==> config.mk <==
export PLATFORM = sky130hd
export DESIGN_NAME = cbr_refresh_seq
export DESIGN_NICKNAME = d
export VERILOG_FILES = /design/src/rtl/cbr_seq_pkg.sv /design/src/rtl/seq_timer.sv /design/src/rtl/seq_flag.sv /design/src/rtl/cbr_refresh_seq.sv
export SDC_FILE = /design/constraint.sdc
export NUM_CORES = 1
export LEC_CHECK = 0
export ABC_CLOCK_PERIOD_IN_PS = 2610
export CAP_MARGIN = 20
export CORE_MARGIN = 2
export CORE_UTILIZATION = 59
export DETAILED_ROUTE_END_ITERATION = 10
export MAX_ROUTING_LAYER = met4
export PLACE_DENSITY_LB_ADDON = 0.08
export SYNTH_ARGS = -nofsm -noshare
export SYNTH_HDL_FRONTEND = slang
export SYNTH_SLANG_ARGS = --single-unit
==> constraint.sdc <==
create_clock -name clk -period 2.61 [get_ports clk]
set_clock_uncertainty 0.2 [all_clocks]
set_input_delay 0.522 -clock clk [delete_from_list [all_inputs] [get_ports clk]]
set_output_delay 0.522 -clock clk [all_outputs]
set_load 0.01 [all_outputs]
==> src/rtl/cbr_seq_pkg.sv <==
`timescale 1ns/1ps
package cbr_seq_pkg;

    typedef enum logic [3:0] {
        ST_PAUSE,
        ST_IDLE,
        ST_CSR,
        ST_RLOW,
        ST_PRE,
        ST_SR_CSR,
        ST_SR_HOLD,
        ST_SR_CHS,
        ST_SR_PRE
    } seq_state_e;

    typedef struct packed {
        logic ras_n;
        logic cas_n;
        logic busy;
    } strobe_t;

    // Whole clock cycles covering a duration in ns, never less than one.
    function automatic int unsigned ns_to_cyc(input int unsigned ns, input int unsigned clk_ns);
        int unsigned c;
        c = (ns + clk_ns - 1) / clk_ns;
        if (c == 0) c = 1;
        return c;
    endfunction

    function automatic int unsigned max2(input int unsigned a, input int unsigned b);
        return (a > b) ? a : b;
    endfunction

    function automatic strobe_t strobe_of(input seq_state_e s);
        strobe_t o;
        o = '{ras_n: 1'b1, cas_n: 1'b1, busy: 1'b0};
        case (s)
            ST_CSR, ST_SR_CSR, ST_SR_CHS: o = '{ras_n: 1'b1, cas_n: 1'b0, busy: 1'b1};
            ST_RLOW, ST_SR_HOLD:          o = '{ras_n: 1'b0, cas_n: 1'b0, busy: 1'b1};
            ST_PRE, ST_SR_PRE:            o = '{ras_n: 1'b1, cas_n: 1'b1, busy: 1'b1};
            default:                      o = '{ras_n: 1'b1, cas_n: 1'b1, busy: 1'b0};
        endcase
        return o;
    endfunction

endpackage

==> src/rtl/seq_timer.sv <==
`timescale 1ns/1ps
module seq_timer #(
    parameter int unsigned W = 8,
    parameter logic [W-1:0] RST_VAL = '0
) (
    input  logic         clk,
    input  logic         rst,
    input  logic         load,
    input  logic [W-1:0] load_val,
    output logic         zero
);
    logic [W-1:0] cnt_q;

    always_ff @(posedge clk) begin
        if (rst)              cnt_q <= RST_VAL;
        else if (load)        cnt_q <= load_val;
        else if (cnt_q != '0) cnt_q <= cnt_q - 1'b1;
    end

    assign zero = (cnt_q == '0);
endmodule

==> src/rtl/seq_flag.sv <==
`timescale 1ns/1ps
module seq_flag (
    input  logic clk,
    input  logic rst,
    input  logic set,
    input  logic clr,
    output logic q
);
    logic q_r;

    // A set in the same cycle as a clear wins: that request is a new one.
    always_ff @(posedge clk) begin
        if (rst) q_r <= 1'b0;
        else     q_r <= (q_r & ~clr) | set;
    end

    assign q = q_r;
endmodule

==> src/rtl/cbr_refresh_seq.sv <==
`timescale 1ns/1ps
module cbr_refresh_seq
    import cbr_seq_pkg::*;
#(
    parameter int unsigned CLK_NS      = 10,
    parameter int unsigned PAUSE_NS    = 200000,
    parameter int unsigned CSR_NS      = 10,
    parameter int unsigned CHR_NS      = 10,
    parameter int unsigned RAS_NS      = 60,
    parameter int unsigned RP_NS       = 40,
    parameter int unsigned RASS_NS     = 100000,
    parameter int unsigned RPS_NS      = 85,
    parameter int unsigned CHS_NS      = 30,
    parameter int unsigned WARM_CYCLES = 8
) (
    input  logic clk,
    input  logic rst,
    input  logic refresh_req,
    input  logic sref_req,
    input  logic stale_ind,
    output logic ras_n,
    output logic cas_n,
    output logic we_n,
    output logic ready,
    output logic busy
);
    localparam int unsigned C_PAUSE = ns_to_cyc(PAUSE_NS, CLK_NS);
    localparam int unsigned C_CSR   = ns_to_cyc(CSR_NS, CLK_NS);
    localparam int unsigned C_LOW   = max2(ns_to_cyc(RAS_NS, CLK_NS), ns_to_cyc(CHR_NS, CLK_NS));
    localparam int unsigned C_RP    = ns_to_cyc(RP_NS, CLK_NS);
    localparam int unsigned C_RASS  = ns_to_cyc(RASS_NS, CLK_NS);
    localparam int unsigned C_RPS   = ns_to_cyc(RPS_NS, CLK_NS);
    localparam int unsigned C_CHS   = ns_to_cyc(CHS_NS, CLK_NS);
    localparam int unsigned C_MAX   = max2(max2(C_PAUSE, C_RASS),
                                      max2(max2(C_CSR, C_LOW), max2(C_RP, max2(C_RPS, C_CHS))));
    localparam int unsigned TW      = $clog2(C_MAX + 1);
    localparam int unsigned WW      = $clog2(WARM_CYCLES + 1);

    localparam logic [TW-1:0] L_PAUSE = TW'(C_PAUSE - 1);
    localparam logic [TW-1:0] L_CSR   = TW'(C_CSR - 1);
    localparam logic [TW-1:0] L_LOW   = TW'(C_LOW - 1);
    localparam logic [TW-1:0] L_RP    = TW'(C_RP - 1);
    localparam logic [TW-1:0] L_RASS  = TW'(C_RASS - 1);
    localparam logic [TW-1:0] L_RPS   = TW'(C_RPS - 1);
    localparam logic [TW-1:0] L_CHS   = TW'(C_CHS - 1);
    localparam logic [WW-1:0] W_FULL  = WW'(WARM_CYCLES);
    localparam logic [WW-1:0] W_ONE   = WW'(1);

    seq_state_e     state_q, state_d;
    strobe_t        strb_q;
    logic [WW-1:0]  warm_q, warm_d;
    logic           in_warm_q, in_warm_d;
    logic           init_q, init_d;
    logic           t_load, t_zero;
    logic [TW-1:0]  t_val;
    logic           ref_pend, stale_pend, ref_take, stale_take;

    seq_timer #(.W(TW), .RST_VAL(L_PAUSE)) u_timer (
        .clk(clk), .rst(rst), .load(t_load), .load_val(t_val), .zero(t_zero)
    );

    seq_flag u_ref_flag (
        .clk(clk), .rst(rst), .set(refresh_req), .clr(ref_take), .q(ref_pend)
    );

    seq_flag u_stale_flag (
        .clk(clk), .rst(rst), .set(stale_ind), .clr(stale_take), .q(stale_pend)
    );

    always_comb begin
        state_d    = state_q;
        warm_d     = warm_q;
        in_warm_d  = in_warm_q;
        init_d     = init_q;
        t_load     = 1'b0;
        t_val      = '0;
        ref_take   = 1'b0;
        stale_take = 1'b0;
        case (state_q)
            ST_PAUSE: if (t_zero) begin
                state_d = ST_CSR; t_load = 1'b1; t_val = L_CSR;
                warm_d = W_FULL; in_warm_d = 1'b1;
            end
            ST_IDLE: begin
                if (stale_pend) begin
                    state_d = ST_CSR; t_load = 1'b1; t_val = L_CSR;
                    warm_d = W_FULL; in_warm_d = 1'b1; stale_take = 1'b1;
                end else if (sref_req) begin
                    state_d = ST_SR_CSR; t_load = 1'b1; t_val = L_CSR;
                end else if (ref_pend) begin
                    state_d = ST_CSR; t_load = 1'b1; t_val = L_CSR;
                    warm_d = W_ONE; ref_take = 1'b1;
                end
            end
            ST_CSR: if (t_zero) begin
                state_d = ST_RLOW; t_load = 1'b1; t_val = L_LOW;
            end
            ST_RLOW: if (t_zero) begin
                state_d = ST_PRE; t_load = 1'b1; t_val = L_RP;
            end
            ST_PRE: if (t_zero) begin
                if (warm_q > W_ONE) begin
                    state_d = ST_CSR; t_load = 1'b1; t_val = L_CSR;
                    warm_d = warm_q - 1'b1;
                end else begin
                    state_d = ST_IDLE; warm_d = '0;
                    if (in_warm_q) begin
                        init_d = 1'b1; in_warm_d = 1'b0;
                    end
                end
            end
            ST_SR_CSR: if (t_zero) begin
                state_d = ST_SR_HOLD; t_load = 1'b1; t_val = L_RASS;
            end
            ST_SR_HOLD: if (t_zero && !sref_req) begin
                state_d = ST_SR_CHS; t_load = 1'b1; t_val = L_CHS;
            end
            ST_SR_CHS: if (t_zero) begin
                state_d = ST_SR_PRE; t_load = 1'b1; t_val = L_RPS;
            end
            ST_SR_PRE: if (t_zero) state_d = ST_IDLE;
            default: state_d = ST_IDLE;
        endcase
    end

    always_ff @(posedge clk) begin
        if (rst) begin
            state_q   <= ST_PAUSE;
            strb_q    <= strobe_of(ST_PAUSE);
            warm_q    <= '0;
            in_warm_q <= 1'b0;
            init_q    <= 1'b0;
        end else begin
            state_q   <= state_d;
            strb_q    <= strobe_of(state_d);
            warm_q    <= warm_d;
            in_warm_q <= in_warm_d;
            init_q    <= init_d;
        end
    end

    assign ras_n = strb_q.ras_n;
    assign cas_n = strb_q.cas_n;
    assign busy  = strb_q.busy;
    assign we_n  = 1'b1;
    assign ready = init_q & ~stale_pend & ~in_warm_q;
endmodule

# After elaboration in Yosys (flattened, before gate mapping)
# Cells that the tools add are included.
word_totals:
  reg_bits: 30
  latchBits: 0
  mem_bits_rw: 0
  mem_bits_ro: 0
  inputBits: 5
  output_inout_bits: 5
  elab_cells: 106
  memories: 0
op_classes:
  addsub: 2
  mul: 0
  div: 0
  magnitude_cmp: 1
  n_eq_ne: 21
  shifts: 0
  muxes: 47
  n_bitwise: 11
  n_reduce_logical: 14
ops:
  columns: ["cell", "count"]
  rows:
  - ["$mux W4", 18]
  - ["$pmux W14 S5", 1]
  - ["$pmux W4 S9", 1]
  - ["$eq A4 B3 Y1 const B", 8]
  - ["$mux W15", 2]
  - ["$eq A4 B2 Y1 const B", 4]
  - ["$mux W1", 16]
  - ["$logic_not A15 Y1", 1]
  - ["$reduce_bool A15 Y1", 1]
  - ["$sub A15 B1 Y15 const B", 1]
  - ["$mux W14", 1]
  - ["$pmux W4 S3", 1]
  - ["$reduce_and A5 Y1", 2]
  - ["$pmux W3 S3", 1]
  - ["$eq A4 B4 Y1 const B", 2]
  - ["$mux W2", 3]
  - ["$ne A2 B2 Y1 const B", 3]
  - ["$not A1 Y1", 5]
  - ["$reduce_or A5 Y1", 1]
  - ["$and A1 B1 Y1", 4]
  - ["$eq A4 B1 Y1 const B", 1]
  - ["$gt A4 B1 Y1 const B", 1]
  - ["$logic_not A4 Y1", 1]
  - ["$pmux W1 S4", 1]
  - ["other kinds (14)", 16]

# Longest topological paths before layout
depth:
  word_depth: 7
  ltp_mapped: 9
  ltp_nobuf: 8

# By module
# From an unflattened synthesis, not the netlist that was laid out.
hier_totals:
  cells_unflattened: 244
  area_unflattened_um2: 1941.9
by_module_without_submodules:
  columns: ["mod", "n_inst", "cells_each", "area_per_inst_um2", "seq_area_each_um2"]
  rows:
  - ["cbr_refresh_seq", 1, 126, 985.9, 260.2]
  - ["seq_timer", 1, 110, 878.3, 300.3]
  - ["seq_flag", 2, 4, 38.8, 20.0]

# Worst setup path before layout
# No wires, ideal clock.
synth_path:
  path_type: "flip-flop to flip-flop"
  startpoint: "register u_timer.cnt_q[0]"
  endpoint: "register strb_q, in the netlist busy"
  setup_ps: 143
  arrival_ps: 1785
  t_required_ps: 2267
  slack_ps: 482
  path_stages_with_launch: 9
  path_buffers: 1
  period_less_slack_ps: 2128
  cell_sequence: "dfxtp_1 -> inv_1 -> ha_1 -> nor4b_4 -> and4_1 -> buf_4 -> mux2_1 -> a21boi_1 -> a31oi_1"
synth_via:
  elab_chain_cells: 7
  elab_cells_between_ends: 22
  classes_between: "7 x eq/ne; 10 x mux; 5 x reduce/logical"
synth_rtl:
  columns: ["item", "line_no", "rtl"]
  rows:
  - ["start: declaration", "seq_timer.sv:12", "logic [W-1:0] cnt_q;"]
  - ["start signal: assignment", "seq_timer.sv:16", "else if (load) cnt_q <= load_val;"]
  - ["start signal: assignment", "seq_timer.sv:17", "else if (cnt_q != '0) cnt_q <= cnt_q - 1'b1;"]
  - ["$logic_not A15 Y1 (*)", "seq_timer.sv:20", "assign zero = (cnt_q == '0);"]
  - ["$logic_and A1 B1 Y1", "cbr_refresh_seq.sv:115", "ST_SR_HOLD: if (t_zero && !sref_req) begin"]
  - ["$mux W4", "cbr_refresh_seq.sv:115", null]
  - ["$pmux W4 S9 (*)", "cbr_refresh_seq.sv:79", "case (state_q)"]
  - ["$eq A4 B2 Y1 (tied with other cells)", "cbr_seq_pkg.sv:37", "case (s)"]
  - ["$reduce_or A3 Y1 or $reduce_or A2 Y1 (tied branches)", "cbr_seq_pkg.sv:37", null]
  - ["$pmux W3 S3 (*)", "cbr_seq_pkg.sv:37", null]
  - ["end signal: assignment", "cbr_refresh_seq.sv:129", "strb_q <= strobe_of(ST_PAUSE);"]
  - ["end signal: assignment", "cbr_refresh_seq.sv:135", "strb_q <= strobe_of(state_d);"]
  - ["end: declaration", "cbr_refresh_seq.sv:50", "strobe_t strb_q;"]
# Mark *: on every way between the ends. The rest lies on a longest branch, timed or not.
# A chain may end at the register's enable or synchronous reset.

# Final worst setup path
layout_path:
  startpoint: "register u_timer.cnt_q[0]"
  endpoint: "register warm_q[2]"
layout_via:
  elab_chain_cells: 3
  elab_cells_between_ends: 4
  classes_between: "2 x eq/ne; 2 x reduce/logical"
layout_rtl:
  columns: ["item", "line_no", "rtl"]
  rows:
  - ["$logic_not A15 Y1 (*)", "seq_timer.sv:20", null]
  - ["$ne A2 B2 Y1 (no source line)", null, null]
  - ["$reduce_and A5 Y1 (no source line) (*)", null, null]
  - ["end signal: assignment", "cbr_refresh_seq.sv:136", "warm_q <= warm_d;"]
  - ["end: declaration", "cbr_refresh_seq.sv:51", "logic [WW-1:0] warm_q, warm_d;"]
# Marks and branches as above.

==> impl_metrics.py <==
metrics = {
    "run_status": {
        "status": "finished clean",
    },
    "sta": {
        "hold_viol_final": 0,
        "layout_min_cycle_time_ps": 2450,
        "timing.fmax_mhz": 408,
        "final_max_slew_viol_count": 0,
        "slew-limit-headroom": 0.659,
        "setup-violations-final": 0,
        "tightestPinTransition_ps": 510,
        "hold-worst-slack_ps": 304,
        "unrepaired_setup_endpoints_after_global_routing": "false",
        "final_min_period_over_clock_period": 0.940,
        "final.setup.tns_ps": 0,
    },
    "setup_path": {
        "critical_path_required_ps": 2630,
        "timing.critical_path.fanout_max": 10,
        "worst-path-stages": 9,
        "regToRegSetupSlack_ps": 160,
        "critPathCapture": "warm_q[2]$_SDFFE_PP0P_",
        "critPathBufInv": 2,
        "worstReg2RegEnd": "warm_q[2]$_SDFFE_PP0P_",
        "critPathLaunch": "u_timer.cnt_q[0]$_SDFFE_PP1P_",
        "worstSetupPathType": "reg2reg",
        "crit-reg2reg-launch": "u_timer.cnt_q[0]$_SDFFE_PP1P_",
        "cp.arrival_ps": 2480,
        "worst-r2r-cell-count": 9,
        "timing.critical_path.max_delay_family": "simple AND/OR/NAND/NOR gates",
        "worst_path_max_delay_cell": "sky130_fd_sc_hd__o41ai_4",
        "slowest_delay_ps": 370,
        "timing.critical_path.to_type": "register",
        "path_cells": "inv_1 -> ha_1 -> nor4b_4 -> nand4_4 -> o41ai_4 -> buf_4 -> o21ai_1 -> a22oi_1 -> nor2_1",
        "timing.critical_path.from_type": "register",
    },
    "power": {
        "internal-power_w": 0.000613,
        "switching_share": 0.237,
        "power_density_nw_per_um2": 384,
        "p_seq_frac": 0.588,
        "leakage_nw": 0.814,
        "combPwrFrac": 0.049,
        "ir_drop_mv": 0.291,
        "power.switching_w": 0.000190,
        "power.clock.fraction": 0.363,
    },
    "routing": {
        "via_per_inst": 5.96,
        "route.met3.wl_um": 177,
        "met1Wirelength_um": 1850,
        "wl_met2_um": 2220,
        "routedWlPerCell_um": 15.0,
        "ant_nets": 0,
        "wirelength_um": 4290,
        "detailroute.via_count": 1710,
        "route.top_layer_used": "met4",
        "drt-pass1-iter-count": 4,
        "route.detailed.drc": 0,
        "drt-initial-drc-count": 148,
    },
    "clocking": {
        "cts.hold.buffers_added": 0,
        "cts_made_buffers": 5,
        "clock_latency_ps": 340,
        "clockBufferDepth": 2,
        "clock_tree.root_cell": "sky130_fd_sc_hd__clkbuf_4",
        "postCtsResizedCells": 0,
        "cts_sinks": 30,
        "htree_num_levels": 2,
        "clock_tree_from_tritoncts": "yes",
        "clkSlewWorstSetupHoldPaths_ps": 100,
    },
    "final_layout": {
        "final_cell_mix": "30 x sky130_fd_sc_hd__nor2_1, 30 x sky130_fd_sc_hd__dfxtp_1, 13 x sky130_fd_sc_hd__o21ai_0",
        "layout_cells_sized_above_1": 0.140,
        "layout-area-overhead-vs-synth_pct": 12.4,
        "num-nets-final": 251,
        "num_antenna_cells": 0,
    },
    "logic_synthesis": {
        "synthAdderAreaFrac": 0.0269,
        "synth_seq_area_share": 0.323,
        "synth_area_in_compound_gates": 0.233,
        "synth.mux.area_fraction": 0.00606,
        "synth.net_count": 235,
        "synth_top_cells_by_area": "sky130_fd_sc_hd__dfxtp_1 32%, sky130_fd_sc_hd__nor2_1 6.1%, sky130_fd_sc_hd__o21ai_0 3.5%",
        "synth_async_sr_flop_share": 0,
        "yosys_synthesis_warning_count": 0,
        "synth_enable_flop_cells": 0,
        "post_synth_inst_count": 226,
        "ys_ff_latch": 30,
        "synthSimpleGateAreaFrac": 0.309,
        "yosys.cell_types.count": 58,
        "synth-main-ff-cell": "sky130_fd_sc_hd__dfxtp_1",
        "yosys.area_share.xor_xnor": 0.0565,
        "combinational_family_with_the_most_area_after_synthesis": "simple AND/OR/NAND/NOR gates",
        "yosysTopAreaCellShare": 0.323,
        "yosys.area.top_type": "sky130_fd_sc_hd__dfxtp_1",
        "syn_avg_cell_area_um2": 8.23,
        "syn-cell-area_um2": 1860,
    },
    "global_routing": {
        "via_count_of_the_first_global_routing_pass": 1631,
        "groute.usage.overall": 0.280,
        "grt_pass1_wl_um": 7350,
        "grt_start_max_net_pins": 24,
        "number_of_antenna_violations_at_the_first_check_in_global_routing": 0,
        "grt_remaining_overflow": 0,
    },
    "die": {
        "core_area_um2": 3030,
        "initial_core_util": 0.614,
        "die-area_um2": 3620,
        "num_rows": 20,
        "die_width_um": 60.1,
        "chipHeight_um": 60.1,
        "top_ports": 10,
    },
    "placed_design": {
        "hpwl_um": 3230,
        "buffer_ports.inserted": 8,
        "gp_congestion": 0.911,
    },
    "run": {
        "cap_violations": 0,
    },
    "hold_path": {
        "hold_path.class": "reg2reg",
    },
}
-- flip-flops by register name, summed over array words and instances, names as in the netlist --
signal / cells
u_timer.cnt_q: 15
state_q: 4
warm_q: 4
busy: 1
cas_n: 1
in_warm_q: 1
init_q: 1
ras_n: 1
u_ref_flag.q: 1
u_stale_flag.q: 1
-- through the flow --
stage | power, W | utilization | std cells | area, um^2 | setup WS, ps
final | 0.000803 | 0.690 | 287 | 2090 | 157
after global routing | 0.000838 | 0.690 | 287 | 2090 | 6.75
after CTS | 0.000808 | 0.688 | 286 | 2080 | 162
after detailed placement | 0.000522 | 0.668 | 278 | 2020 | 159
after global placement | 0.000519 | 0.668 | 278 | 2020 | 253
after floorplan | 0.000506 | - | 226 | 1860 | 482
-- power by group through the flow --
| stage | registers (W) | clock network, W | logic (W) |
|---|---|---|---|
| after detailed placement | 0.000483 | 0 | 0.0000386 |
| after CTS | 0.000472 | 0.000297 | 0.0000390 |
| after global routing | 0.000474 | 0.000321 | 0.0000434 |
| final | 0.000472 | 0.000291 | 0.0000391 |
| after floorplan | 0.000481 | 0 | 0.0000250 |
| after global placement | 0.000483 | 0 | 0.0000365 |
-- synthesized netlist by cell type, drive strengths merged (2+ instances only) --
cell type	count
dfxtp	30
nor2	30
o21ai	18
a21oi	13
nand2	13
nor3	10
nor2b	9
buf	7
inv	7
xnor2	7
a31oi	6
nor4	6
nand2b	5
xor2	5
clkbuf	4
ha	4
nand3	4
nor4b	4
o21bai	4
nor3b	3
o21a	3
o31ai	3
a22oi	2
and2	2
nand4	2
or2	2
or3	2
-- repair_timing --
item / 4_1_cts / 5_1_grt
buffers inserted: 0 / 1
endpoints found under the hold margin: 0 / 0
endpoints found under the setup margin: 0 / 1
-- tightest hold or removal path: cells and delay by family, from the launching register on --
family,cells,cell delay [ps]
AOI/OAI and AO/OA,1,50
and+or+nand+nor,1,70
DFF,1,350
-- per-layer routing --
layer,track usage,vias up
met1,0.321,802
met3,0.0736,6
met2,0.464,45
met4,0.108,0
li1,-,857
met5,-,-
-- logic make-up (layout without fill, tap and decap cells) --
kind of cell	count (synthesis)	in the layout
and+or+nand+nor	97	97
AOI/OAI and AO/OA	63	63
DFF	30	30
adders and majority gates	4	4
buffers and inverters	18	35
muxes	1	1
xor gates and xnor gates	12	12
other	1	1
-- worst min-delay path by stage --
stage / end / start / slack (ps) / cells after the start
detailed placement: init_q$_SDFFE_PP0P_ / init_q$_SDFFE_PP0P_ / 290 / 2
global placement: init_q$_SDFFE_PP0P_ / init_q$_SDFFE_PP0P_ / 240 / 2
floorplan: init_q$_SDFFE_PP0P_ / init_q$_SDFFE_PP0P_ / 230 / 2
global route: u_ref_flag.q$_SDFF_PP0_ / u_ref_flag.q$_SDFF_PP0_ / 340 / 2
CTS: u_ref_flag.q$_SDFF_PP0_ / u_ref_flag.q$_SDFF_PP0_ / 310 / 2
finish: init_q$_SDFFE_PP0P_ / init_q$_SDFFE_PP0P_ / 300 / 2
-- area by class of cell --
type / count / area [um^2]
Clock buffer: 7 / 55.1
Clock inverter: 1 / 5.00
Fill cell: 247 / 938
Inverter: 7 / 26.3
Multi-Input combinational cell: 178 / 1180
Sequential cell: 30 / 601
Tap cell: 44 / 55.1
Timing Repair Buffer: 20 / 170
Note: power is estimated with default switching activity, not from simulation.
